## config.mk

```make
export PLATFORM = sky130hd
export DESIGN_NAME = lcd_frame_prescaler
export DESIGN_NICKNAME = d
export VERILOG_FILES = /design/src/rtl/lcd_presc_pkg.sv /design/src/rtl/lcd_src_select.sv /design/src/rtl/lcd_cfg_watch.sv /design/src/rtl/lcd_coarse_div.sv /design/src/rtl/lcd_fine_div.sv /design/src/rtl/lcd_frame_prescaler.sv
export SDC_FILE = /design/constraint.sdc
export NUM_CORES = 1
export LEC_CHECK = 0
export BUFFER_PORTS_ARGS = -buffer_cell sky130_fd_sc_hd__buf_4
export CORE_ASPECT_RATIO = 0.5
export CORE_MARGIN = 5
export CORE_UTILIZATION = 45
export CTS_CLUSTER_SIZE = 40
export DETAILED_ROUTE_END_ITERATION = 10
export PLACE_DENSITY = 0.65
export SLEW_MARGIN = 30
export SYNTH_ARGS = -nofsm -noshare
export SYNTH_HDL_FRONTEND = slang
export SYNTH_SLANG_ARGS = --single-unit
export TNS_END_PERCENT = 10
```

## constraint.sdc

```tcl
create_clock -name clk_sys -period 1.6 [get_ports clk_sys]
set_input_delay 0.4 -clock clk_sys [delete_from_list [all_inputs] [get_ports clk_sys]]
set_output_delay 0.4 -clock clk_sys [all_outputs]
set_load 0.005 [all_outputs]
```

## src/rtl/lcd_presc_pkg.sv

```systemverilog
// Package: shared constants and the coarse tap mapping of the prescaler.
// Assumes: coarse codes are 3 bits wide; the largest tap needs a 12-bit counter.
package lcd_presc_pkg;

    localparam int unsigned COARSE_CODES = 8;
    localparam int unsigned MIN_CNT_W    = 12;

    // Maps a coarse code to log2 of its division ratio (16, 64, then 128..4096).
    function automatic int unsigned coarse_log2(input int unsigned code);
        if (code == 0) return 4;
        if (code == 1) return 6;
        return code + 5;
    endfunction

endpackage

```

## src/rtl/lcd_src_select.sv

```systemverilog
// Module: chooses the tick source and manages source switching.
// The external clock passes through a synchroniser, and each of its rising
// edges becomes one tick. On a change of src_sel, hold stays asserted until
// the new source is running: one cycle for the system clock, the first
// synchronised edge for the external clock.
// Assumes: ext_clk is slower than half of clk_sys.
module lcd_src_select #(
    parameter int unsigned SYNC_STAGES = 2
) (
    input  logic clk_sys,
    input  logic rst_sys_n,
    input  logic ext_clk,
    input  logic src_sel,
    output logic src_tick,
    output logic hold,
    output logic switching
);
    localparam int unsigned MSB = SYNC_STAGES - 1;

    logic [SYNC_STAGES-1:0] sync_r;
    logic                   ext_prev;
    logic                   ext_rise;
    logic                   src_q;
    logic                   hold_r;

    // Synchroniser chain for the external clock, plus the previous sampled level.
    always_ff @(posedge clk_sys) begin
        if (!rst_sys_n) begin
            sync_r   <= '0;
            ext_prev <= 1'b0;
        end else begin
            sync_r   <= {sync_r[SYNC_STAGES-2:0], ext_clk};
            ext_prev <= sync_r[MSB];
        end
    end

    assign ext_rise = sync_r[MSB] & ~ext_prev;

    // Registered source selection; the system clock is the reset default.
    always_ff @(posedge clk_sys) begin
        if (!rst_sys_n) src_q <= 1'b0;
        else            src_q <= src_sel;
    end

    assign switching = (src_sel != src_q);

    // Hold window: set on a switch, released once the new source is running.
    always_ff @(posedge clk_sys) begin
        if (!rst_sys_n)                            hold_r <= 1'b0;
        else if (switching)                        hold_r <= 1'b1;
        else if (hold_r && (!src_q || ext_rise))   hold_r <= 1'b0;
    end

    assign hold     = hold_r;
    assign src_tick = !hold_r && !switching && (src_q ? ext_rise : 1'b1);

    // Synchronised external edges are never back to back.
    assert_ext_tick_spacing_R7: assert property (@(posedge clk_sys) disable iff (!rst_sys_n)
        (src_q && src_tick) |=> !src_tick);

endmodule

```

## src/rtl/lcd_cfg_watch.sv

```systemverilog
// Module: registers the ratio settings and flags any change to them.
// cfg_clr is asserted in the cycle where an input differs from its stored
// copy. At the same edge the dividers clear and the copy takes the new value.
// Assumes: settings are static relative to clk_sys (quasi-static control bits).
module lcd_cfg_watch #(
    parameter int unsigned SEL_W  = 3,
    parameter int unsigned FINE_W = 3
) (
    input  logic              clk_sys,
    input  logic              rst_sys_n,
    input  logic [SEL_W-1:0]  coarse_sel,
    input  logic [FINE_W-1:0] fine_sel,
    output logic [SEL_W-1:0]  coarse_q,
    output logic [FINE_W-1:0] fine_q,
    output logic              cfg_clr
);
    // Stored copies of the active ratio settings.
    always_ff @(posedge clk_sys) begin
        if (!rst_sys_n) begin
            coarse_q <= '0;
            fine_q   <= '0;
        end else begin
            coarse_q <= coarse_sel;
            fine_q   <= fine_sel;
        end
    end

    assign cfg_clr = (coarse_sel != coarse_q) || (fine_sel != fine_q);

endmodule

```

## src/rtl/lcd_coarse_div.sv

```systemverilog
// Module: coarse divider. A free-running counter advances on each source
// tick, and one tap per coarse code detects that the tap's low bits are all
// ones. The selected tap, qualified by the tick, gives the coarse tick.
// Assumes: CNT_W covers the largest tap of the package mapping.
module lcd_coarse_div
    import lcd_presc_pkg::*;
#(
    parameter int unsigned CNT_W = 12,
    parameter int unsigned SEL_W = 3
) (
    input  logic             clk_sys,
    input  logic             rst_sys_n,
    input  logic             clr,
    input  logic             src_tick,
    input  logic [SEL_W-1:0] sel,
    output logic             coarse_tick
);
    localparam int unsigned N_TAPS = 1 << SEL_W;

    logic [CNT_W-1:0]  cnt;
    logic [N_TAPS-1:0] tap_hit;
    logic [CNT_W-1:0]  tap_mask [N_TAPS];

    // Tap detectors, one for each coarse code.
    for (genvar g = 0; g < N_TAPS; g++) begin : g_tap
        localparam int unsigned TB = coarse_log2(g);
        assign tap_hit[g]  = &cnt[TB-1:0];
        assign tap_mask[g] = CNT_W'((64'd1 << TB) - 64'd1);
    end

    // Source-tick counter, cleared on any restart.
    always_ff @(posedge clk_sys) begin
        if (!rst_sys_n || clr) cnt <= '0;
        else if (src_tick)     cnt <= cnt + 1'b1;
    end

    assign coarse_tick = src_tick && tap_hit[sel];

    // After a coarse tick the selected low bits restart at zero.
    assert_tap_wraps_R3: assert property (@(posedge clk_sys) disable iff (!rst_sys_n)
        (coarse_tick && !clr) |=> ((cnt & tap_mask[$past(sel)]) == '0));

endmodule

```

## src/rtl/lcd_fine_div.sv

```systemverilog
// Module: fine divider. It counts coarse ticks from 0 to the fine code and
// emits a registered one-cycle pulse on the last of them, giving division by
// code+1.
// Assumes: coarse ticks are never on consecutive cycles (coarse ratio >= 16).
module lcd_fine_div #(
    parameter int unsigned FINE_W = 3
) (
    input  logic              clk_sys,
    input  logic              rst_sys_n,
    input  logic              clr,
    input  logic              coarse_tick,
    input  logic [FINE_W-1:0] fine_q,
    output logic              lcd_tick
);
    logic [FINE_W-1:0] fine_cnt;

    // Fine count and output pulse register.
    always_ff @(posedge clk_sys) begin
        if (!rst_sys_n || clr) begin
            fine_cnt <= '0;
            lcd_tick <= 1'b0;
        end else if (coarse_tick) begin
            if (fine_cnt == fine_q) begin
                fine_cnt <= '0;
                lcd_tick <= 1'b1;
            end else begin
                fine_cnt <= fine_cnt + 1'b1;
                lcd_tick <= 1'b0;
            end
        end else begin
            lcd_tick <= 1'b0;
        end
    end

    // The fine count never passes the active code.
    assert_fine_in_range_R4: assert property (@(posedge clk_sys) disable iff (!rst_sys_n)
        fine_cnt <= fine_q);

endmodule

```

## src/rtl/lcd_frame_prescaler.sv

```systemverilog
// Module: top of the LCD frame clock prescaler. It connects source
// selection, the settings watcher, and the coarse and fine dividers. Every
// restart cause (a ratio change, a pending switch, the hold window) clears
// both dividers together.
// Assumes: all control inputs are quasi-static in the clk_sys domain.
module lcd_frame_prescaler
    import lcd_presc_pkg::*;
#(
    parameter int unsigned CNT_W       = 12,
    parameter int unsigned SEL_W       = 3,
    parameter int unsigned FINE_W      = 3,
    parameter int unsigned SYNC_STAGES = 2
) (
    input  logic              clk_sys,
    input  logic              rst_sys_n,
    input  logic              ext_clk,
    input  logic              src_sel,
    input  logic [SEL_W-1:0]  coarse_sel,
    input  logic [FINE_W-1:0] fine_sel,
    output logic              lcd_tick
);
    logic              src_tick;
    logic              hold;
    logic              switching;
    logic              cfg_clr;
    logic              clr_all;
    logic              coarse_tick;
    logic [SEL_W-1:0]  coarse_q;
    logic [FINE_W-1:0] fine_q;

    lcd_src_select #(.SYNC_STAGES(SYNC_STAGES)) u_src (
        .clk_sys   (clk_sys),
        .rst_sys_n (rst_sys_n),
        .ext_clk   (ext_clk),
        .src_sel   (src_sel),
        .src_tick  (src_tick),
        .hold      (hold),
        .switching (switching)
    );

    lcd_cfg_watch #(.SEL_W(SEL_W), .FINE_W(FINE_W)) u_cfg (
        .clk_sys    (clk_sys),
        .rst_sys_n  (rst_sys_n),
        .coarse_sel (coarse_sel),
        .fine_sel   (fine_sel),
        .coarse_q   (coarse_q),
        .fine_q     (fine_q),
        .cfg_clr    (cfg_clr)
    );

    // Single restart condition shared by both dividers.
    assign clr_all = cfg_clr || hold || switching;

    lcd_coarse_div #(.CNT_W(CNT_W), .SEL_W(SEL_W)) u_coarse (
        .clk_sys     (clk_sys),
        .rst_sys_n   (rst_sys_n),
        .clr         (clr_all),
        .src_tick    (src_tick),
        .sel         (coarse_q),
        .coarse_tick (coarse_tick)
    );

    lcd_fine_div #(.FINE_W(FINE_W)) u_fine (
        .clk_sys     (clk_sys),
        .rst_sys_n   (rst_sys_n),
        .clr         (clr_all),
        .coarse_tick (coarse_tick),
        .fine_q      (fine_q),
        .lcd_tick    (lcd_tick)
    );

    // Enable pulses are exactly one cycle wide.
    assert_single_pulse_R5: assert property (@(posedge clk_sys) disable iff (!rst_sys_n)
        lcd_tick |=> !lcd_tick);

    // No pulse while a source change is pending or being held.
    assert_quiet_in_hold_R8: assert property (@(posedge clk_sys) disable iff (!rst_sys_n)
        (hold || switching) |=> !lcd_tick);

    // A ratio change silences the output on the next cycle.
    assert_restart_quiet_R6: assert property (@(posedge clk_sys) disable iff (!rst_sys_n)
        cfg_clr |=> !lcd_tick);

endmodule

```

== Word level (Yosys, flattened, before mapping) ==
Cells that the tools add are included.

* Flip-flop bits (word level): 27
* Bits of input ports: 10
* Output and inout bits: 1
* Word-level logic and storage cells: 49

* Add/sub/neg operators: 2
* $lt $le $gt $ge: 1
* Equality and inequality tests: 4
* Muxes and demuxes: 7
* Bitwise gates (word level): 3
* Reductions and logical operators: 23

{| class="wikitable"
|+ Operators by type and width
! cell !! number
|-
| $add A12 B1 Y12 const B || 1
|-
| $reduce_and A12 Y1 || 1
|-
| $reduce_and A11 Y1 || 1
|-
| $reduce_and A10 Y1 || 1
|-
| $reduce_and A9 Y1 || 1
|-
| $reduce_and A8 Y1 || 1
|-
| $reduce_and A7 Y1 || 1
|-
| $ne A3 B3 Y1 || 2
|-
| $reduce_and A6 Y1 || 1
|-
| $logic_or A1 B1 Y1 || 5
|-
| $mux W1 || 5
|-
| $logic_and A1 B1 Y1 || 4
|-
| $logic_not A1 Y1 || 4
|-
| $lt A3 B4 Y1 const B || 1
|-
| $reduce_and A4 Y1 || 1
|-
| $add A3 B1 Y3 const B || 1
|-
| $bmux W1 S3 || 1
|-
| $eq A3 B3 Y1 || 1
|-
| $mux W3 || 1
|-
| $not A1 Y1 || 2
|-
| $reduce_bool A2 Y1 || 1
|-
| $reduce_or A2 Y1 || 1
|-
| $and A1 B1 Y1 || 1
|-
| $ne A1 B1 Y1 || 1
|}

== Logic depth before layout (Yosys ltp) ==
* Depth after elaboration: 7
* Depth in mapped cells: 9

== Modules after synthesis ==
Synthesis repeated with hierarchy kept, for this count alone.

* Cells, all modules: 134
* Area, all modules: 1261.2 µm²

{| class="wikitable"
|+ By module, submodules not included
! module !! times used !! cells an instance !! area an instance (µm²) !! seq. area each (µm²)
|-
| lcd_coarse_div || 1 || 69 || 623.1 || 240.2
|-
| lcd_fine_div || 1 || 27 || 235.2 || 80.1
|-
| lcd_cfg_watch || 1 || 20 || 222.7 || 120.1
|-
| lcd_src_select || 1 || 17 || 173.9 || 100.1
|-
| lcd_frame_prescaler || 1 || 1 || 6.3 || 0.0
|}

== Least setup slack after synthesis ==
Ideal clock, no wire load.

* Path kind: register -> register
* From: register u_coarse.cnt[0]
* To: register u_fine.fine_cnt[0]
* Setup time: 115 ps
* Arrival: 1640 ps
* Required time: 1485 ps
* Slack: -155 ps
* Stages on the path, launching flop included: 10
* Path buffers: 0
* Path through: dfxtp_1 -> ha_1 -> nand3_1 -> nor2_1 -> ha_1 -> inv_1 -> o31ai_1 -> o21a_1 -> a21boi_0 -> o21ba_2

* Word-level cells in the longest chain between the ends: 4

{| class="wikitable"
|+ RTL lines
! item !! RTL line !! RTL
|-
| start, declared || lcd_coarse_div.sv:20 || <nowiki>logic [CNT_W-1:0] cnt;</nowiki>
|-
| start signal, assigned || lcd_coarse_div.sv:34 || <nowiki>else if (src_tick) cnt <= cnt + 1'b1;</nowiki>
|-
| $reduce_and A12 Y1, or another cell as far along || lcd_coarse_div.sv:27 || <nowiki>assign tap_hit[g] = &cnt[TB-1:0];</nowiki>
|-
| $bmux W1 S3 * || lcd_coarse_div.sv:37 || <nowiki>assign coarse_tick = src_tick && tap_hit[sel];</nowiki>
|-
| $mux W1 (implied by the code) * || lcd_coarse_div.sv:37 ||
|-
| $logic_and A1 B1 Y1 * || lcd_coarse_div.sv:37 ||
|-
| end signal, assigned || lcd_fine_div.sv:27 || <nowiki>fine_cnt <= fine_cnt + 1'b1;</nowiki>
|-
| end, declared || lcd_fine_div.sv:15 || <nowiki>logic [FINE_W-1:0] fine_cnt;</nowiki>
|}

Mark *: on every way between the ends. The rest lies on a longest branch, timed or not. The select of a mux whose other input is x is not followed.
A chain may end at the register's enable or synchronous reset.

== Worst setup path in the final report ==
* From: register u_coarse.cnt[6]
* To: register u_fine.fine_cnt[0]

* Word-level cells in the longest chain between the ends: 4

{| class="wikitable"
|+ RTL lines
! item !! RTL line
|-
| $reduce_and A12 Y1, or another cell as far along || lcd_coarse_div.sv:27
|-
| $bmux W1 S3 * || lcd_coarse_div.sv:37
|-
| $mux W1 (implied by the code) * || lcd_coarse_div.sv:37
|-
| $logic_and A1 B1 Y1 * || lcd_coarse_div.sv:37
|}

Marks and branches as above.

==> impl_summary.txt <==
----------------------------------------------------
[Final layout]
  Non-Filler Instances ... roughly 200
  Commonest non-fill, non-tap cells in the layout ... 28 x sky130_fd_sc_hd__buf_4, 23 x sky130_fd_sc_hd__dfxtp_1, 13 x sky130_fd_sc_hd__xor2_1, 13 x sky130_fd_sc_hd__nor2_1, 9 x sky130_fd_sc_hd__and2_1
  Layout cells sized above 1 ... 34.2%
  Fin nets ... 175
  Post-route cell area ... ~1600 um2
  Antenna diode count ... 0
  Area added between synthesis and finish ... 27.0%
  Fill cell total of the finished layout ... about 250
  Commonest non-fill, non-tap cell in the layout ... sky130_fd_sc_hd__buf_4

[Timing]
  Final period demand of the worst path ... 1750 ps
  Headroom to the max-slew limit ... 75.0%
  Peak Freq ... 570 MHz
  Tcrit/Tclk final ... 110%
  Hold Vio Cnt, Final ... 0
  Worst slew pin tran ... 371 ps
  Post-layout worst setup margin ... -155 ps
  RSZ-0062 raised after global routing ... true
  Number of endpoints failing setup at the final stage ... 5
  Slew Limit Fails ... 0
  Final clock skew ... 1.63 ps

[GRT]
  Wire length of the first global-routing pass ... 4340 um
  Initial antenna violation count ... 0
  Number of global-route vias before repair ... 985
  Total gr overflow ... 0
  Pin count of the biggest net entering global routing ... 15
  Total global routing track utilization ... 14.1%

[Route]
  Antenna viol nets, final ... 0
  First drt pass iteration count ... 7
  Total wire length ... 2520 um
  Count of routing violations after the opening detailed-route iteration ... 57
  Routed wire length per instance ... between 10 and 15 um
  Via count ... 1,011
  Residual DRC count ... 0
  Via density ... 5.11

[Status]
  Failing checks ... setup timing
  Status ... finished with violations

[Logic synthesis]
  Number of distinct standard cells referenced by the synthesized netlist ... 39
  Netlist area before placement ... 1270 um2
  Number of synthesized register bits ... 27
  Fraction of the mapped netlist area in compound gates ... 12.3%
  Multiplexer area fraction after synthesis ... 1.57%
  Simple-gate area share of the yosys netlist ... 26.1%
  Largest family of logic cells by synthesized area ... simple AND/OR/NAND/NOR gates
  Xor-xnor portion of the synthesized cell area ... 13.1%
  Total nets after synthesis ... approximately 140
  Average footprint of a synthesized cell ... 9.71 um2
  Number of instances in the synthesized netlist ... about 130
  Count of yosys warnings during synthesis ... 0
  Area share of fa/ha/maj cells after synthesis ... 2.95%
  Sequential share of the synthesized area ... 42.5%

[Pwr]
  Static Leak ... ~0.64 nW
  Power per unit of standard cell area ... ~740 nW/um2
  Maximum vdd drop ... 0.557 mV

[Floorplanning]
  Horizontal die dimension ... 85.2 um
  Count of standard-cell rows ... 13
  I/O pin total ... 11
  Die footprint ... 4060 um2
  Area of the core ... ~2700 um2
  Effective utilization at floorplan ... 48.0%
  Vertical die dimension ... 47.6 um

[CTS]
  TritonCTS clock tree ... yes
  Root buf cell ... sky130_fd_sc_hd__clkbuf_8
  Hold bufs inserted after CTS ... 0
  Clock latency on the worst-skew pair ... 270 ps
  Max Buffers Root-to-Sink ... 2
  Clk pin slew, worst setup/hold paths ... 90 ps
  Number of buffers created by CTS ... 3
  Number of clock sinks seen by CTS ... 27
  CTS H-Tree Depth ... 1

[Worst setup path]
  Worst reg2reg startpoint ... u_coarse.cnt[6]$_SDFFE_PP0P_
  Minimum setup slack among reg-to-reg paths ... -150 ps
  Worst r2r dst ... u_fine.fine_cnt[0]$_SDFFE_PP0P_
  CP Launch Type ... register
  Start-to-end type of the worst setup path ... register to register
  Req. time, crit path ... 1830 ps
  Maximum fanout along the worst path ... 7
  Capturing element type of the critical path ... register
  Logic depth of the worst register-to-register path ... 8
  Critical Path AT ... 1980 ps

[Placement]
  Worst setup timing slack at the placement stage ... -215 ps
  Post-detailed-placement cell area ... 1540 um2
  Final weighted congestion in routability-driven placement ... 0.772
  Input/output buffers ... 10
  Instance count after placement with tap cells included ... 193
  Total half-perimeter wirelength after legalization and detailed placement ... between 1500 and 2000 um

[Min path]
  Class of the worst hold path ... primary input to register
  Hold Startpoint ... ext_clk
  Worst hold path depth ... 2
  Worst Hold Path EP ... u_src.sync_r[0]$_SDFF_PN0_

[Run]
  Max Cap Violations ... 0

----------------------------------------------------
[synth_stat cells (all sizes together)]
cell | number | area (um2)
clkbuf | 1 | 3.75
o21a | 1 | 7.51
a31o | 1 | 8.76
a2bb2oi | 1 | 8.76
xor2 | 13 | 114
a21boi | 4 | 30.0
and4 | 1 | 8.76
xnor2 | 6 | 52.6
or3 | 1 | 6.26
or3b | 1 | 8.76
and2 | 10 | 63.8
o31ai | 2 | 15.0
or2 | 1 | 8.76
nand4b | 1 | 15.0
buf | 1 | 5.00
nand4 | 7 | 50.1
a21oi | 3 | 26.3
nor2b | 1 | 6.26
and3 | 1 | 6.26
a211oi | 1 | 12.5
nor2 | 15 | 58.8
nand2b | 4 | 25.0
and4b | 1 | 10.0
nor3b | 1 | 7.51
nor3 | 2 | 10.0
ha | 3 | 37.5
nand2 | 7 | 26.3
o21ba | 2 | 20.0
mux2i | 2 | 20.0
o22ai | 1 | 12.5
a2111oi | 1 | 15.0
dfxtp | 27 | 541
inv | 3 | 11.3
nand3 | 4 | 20.0
[final cells by class]
| cell class | instances | area (um2) | area share, % |
|---|---|---|---|
| multi-input cells | 99 | 758 | 46.9 |
| flip-flops and latches | 27 | 546 | 33.7 |
| repair buffers | 28 | 210 | 13.0 |
| well taps | 37 | 46.3 | 2.86 |
| clock buffers | 4 | 45.0 | 2.79 |
| inverters | 3 | 11.3 | 0.697 |
[metal layers]
layer / vias up / global-route usage, % / wire length, um
met5: - / 0 / 0
met4: 0 / 2.84 / 8
met3: 2 / 4.64 / 106
met2: 16 / 25.2 / 1160
met1: 481 / 17.3 / 1240
li1: 512 / - / -
[flip-flops by register name, indices dropped and copies added, names as in the netlist]
register and flops:
u_src.hold 1, u_fine.lcd_tick 1, u_cfg.coarse_q 3, u_cfg.fine_q 3
u_fine.fine_cnt 3, u_src.src_q 1, u_src.sync_r 2, u_src.ext_prev 1
u_coarse.cnt 12
[worst max path at each step]
| stage | from | cells past startpoint | slack (ps) | to |
|---|---|---|---|---|
| 6_report | u_coarse.cnt[6]$_SDFFE_PP0P_ | 8 | -150 | u_fine.fine_cnt[0]$_SDFFE_PP0P_ |
| 5_1_grt | u_coarse.cnt[1]$_SDFFE_PP0P_ | 9 | -250 | u_fine.fine_cnt[0]$_SDFFE_PP0P_ |
| 4_1_cts | u_coarse.cnt[1]$_SDFFE_PP0P_ | 9 | -130 | u_fine.fine_cnt[0]$_SDFFE_PP0P_ |
| 3_5_place_dp | u_coarse.cnt[1]$_SDFFE_PP0P_ | 9 | -210 | u_fine.fine_cnt[0]$_SDFFE_PP0P_ |
| 3_3_place_gp | u_coarse.cnt[1]$_SDFFE_PP0P_ | 9 | -200 | u_fine.fine_cnt[0]$_SDFFE_PP0P_ |
| 2_1_floorplan | u_coarse.cnt[1]$_SDFFE_PP0P_ | 9 | -90 | u_fine.fine_cnt[0]$_SDFFE_PP0P_ |
[repair_timing]
action / 4_1_cts / 5_1_grt
buffers inserted: 0 / 1
endpoints found under the setup margin: 5 / 16
resized for setup: 5 / 3
gates cloned: 0 / 0
pin swaps: 4 / 2
[cells by family after synthesis]
| kind of cell | after synthesis |
|---|---|
| AOI/OAI and AO/OA | 17 |
| xor gates and xnor gates | 19 |
| adders and majority gates | 3 |
| buffers and inverters | 5 |
| DFF | 27 |
| muxes | 2 |
| and+or+nand+nor | 58 |
[stage by stage]
stage | hold slack, ps | utilization (%) | setup TNS, ps | power [W]
after floorplan | 412 | - | -198 | 0.000777
after global placement | 415 | 58.0 | -2530 | 0.000818
after detailed placement | 424 | 58.0 | -2830 | 0.000820
after CTS | 327 | 60.5 | -344 | 0.00121
after global routing | 333 | 61.0 | -1300 | 0.00126
final | 330 | 61.0 | -533 | 0.00120
[worst max-delay path: stages, from the launching register on]
cell and delay [ps]:
sky130_fd_sc_hd__dfxtp_1 360, sky130_fd_sc_hd__nand4_1 190, sky130_fd_sc_hd__nor2_2 170, sky130_fd_sc_hd__ha_2 210, sky130_fd_sc_hd__inv_2 40, sky130_fd_sc_hd__o31ai_2 180, sky130_fd_sc_hd__o21a_2 230, sky130_fd_sc_hd__and4b_1 200
sky130_fd_sc_hd__o21ba_2 140
[power by group]
group / internal, W / switching [W] / total [W] / leakage, nW
registers: 0.000686 / 0.0000165 / 0.000703 / 0.222
clock network: 0.000179 / 0.000210 / 0.000388 / 0.0228
logic: 0.0000571 / 0.0000497 / 0.000107 / 0.393
total: 0.000922 / 0.000276 / 0.00120 / 0.637
(Power assumes the default switching activity.)
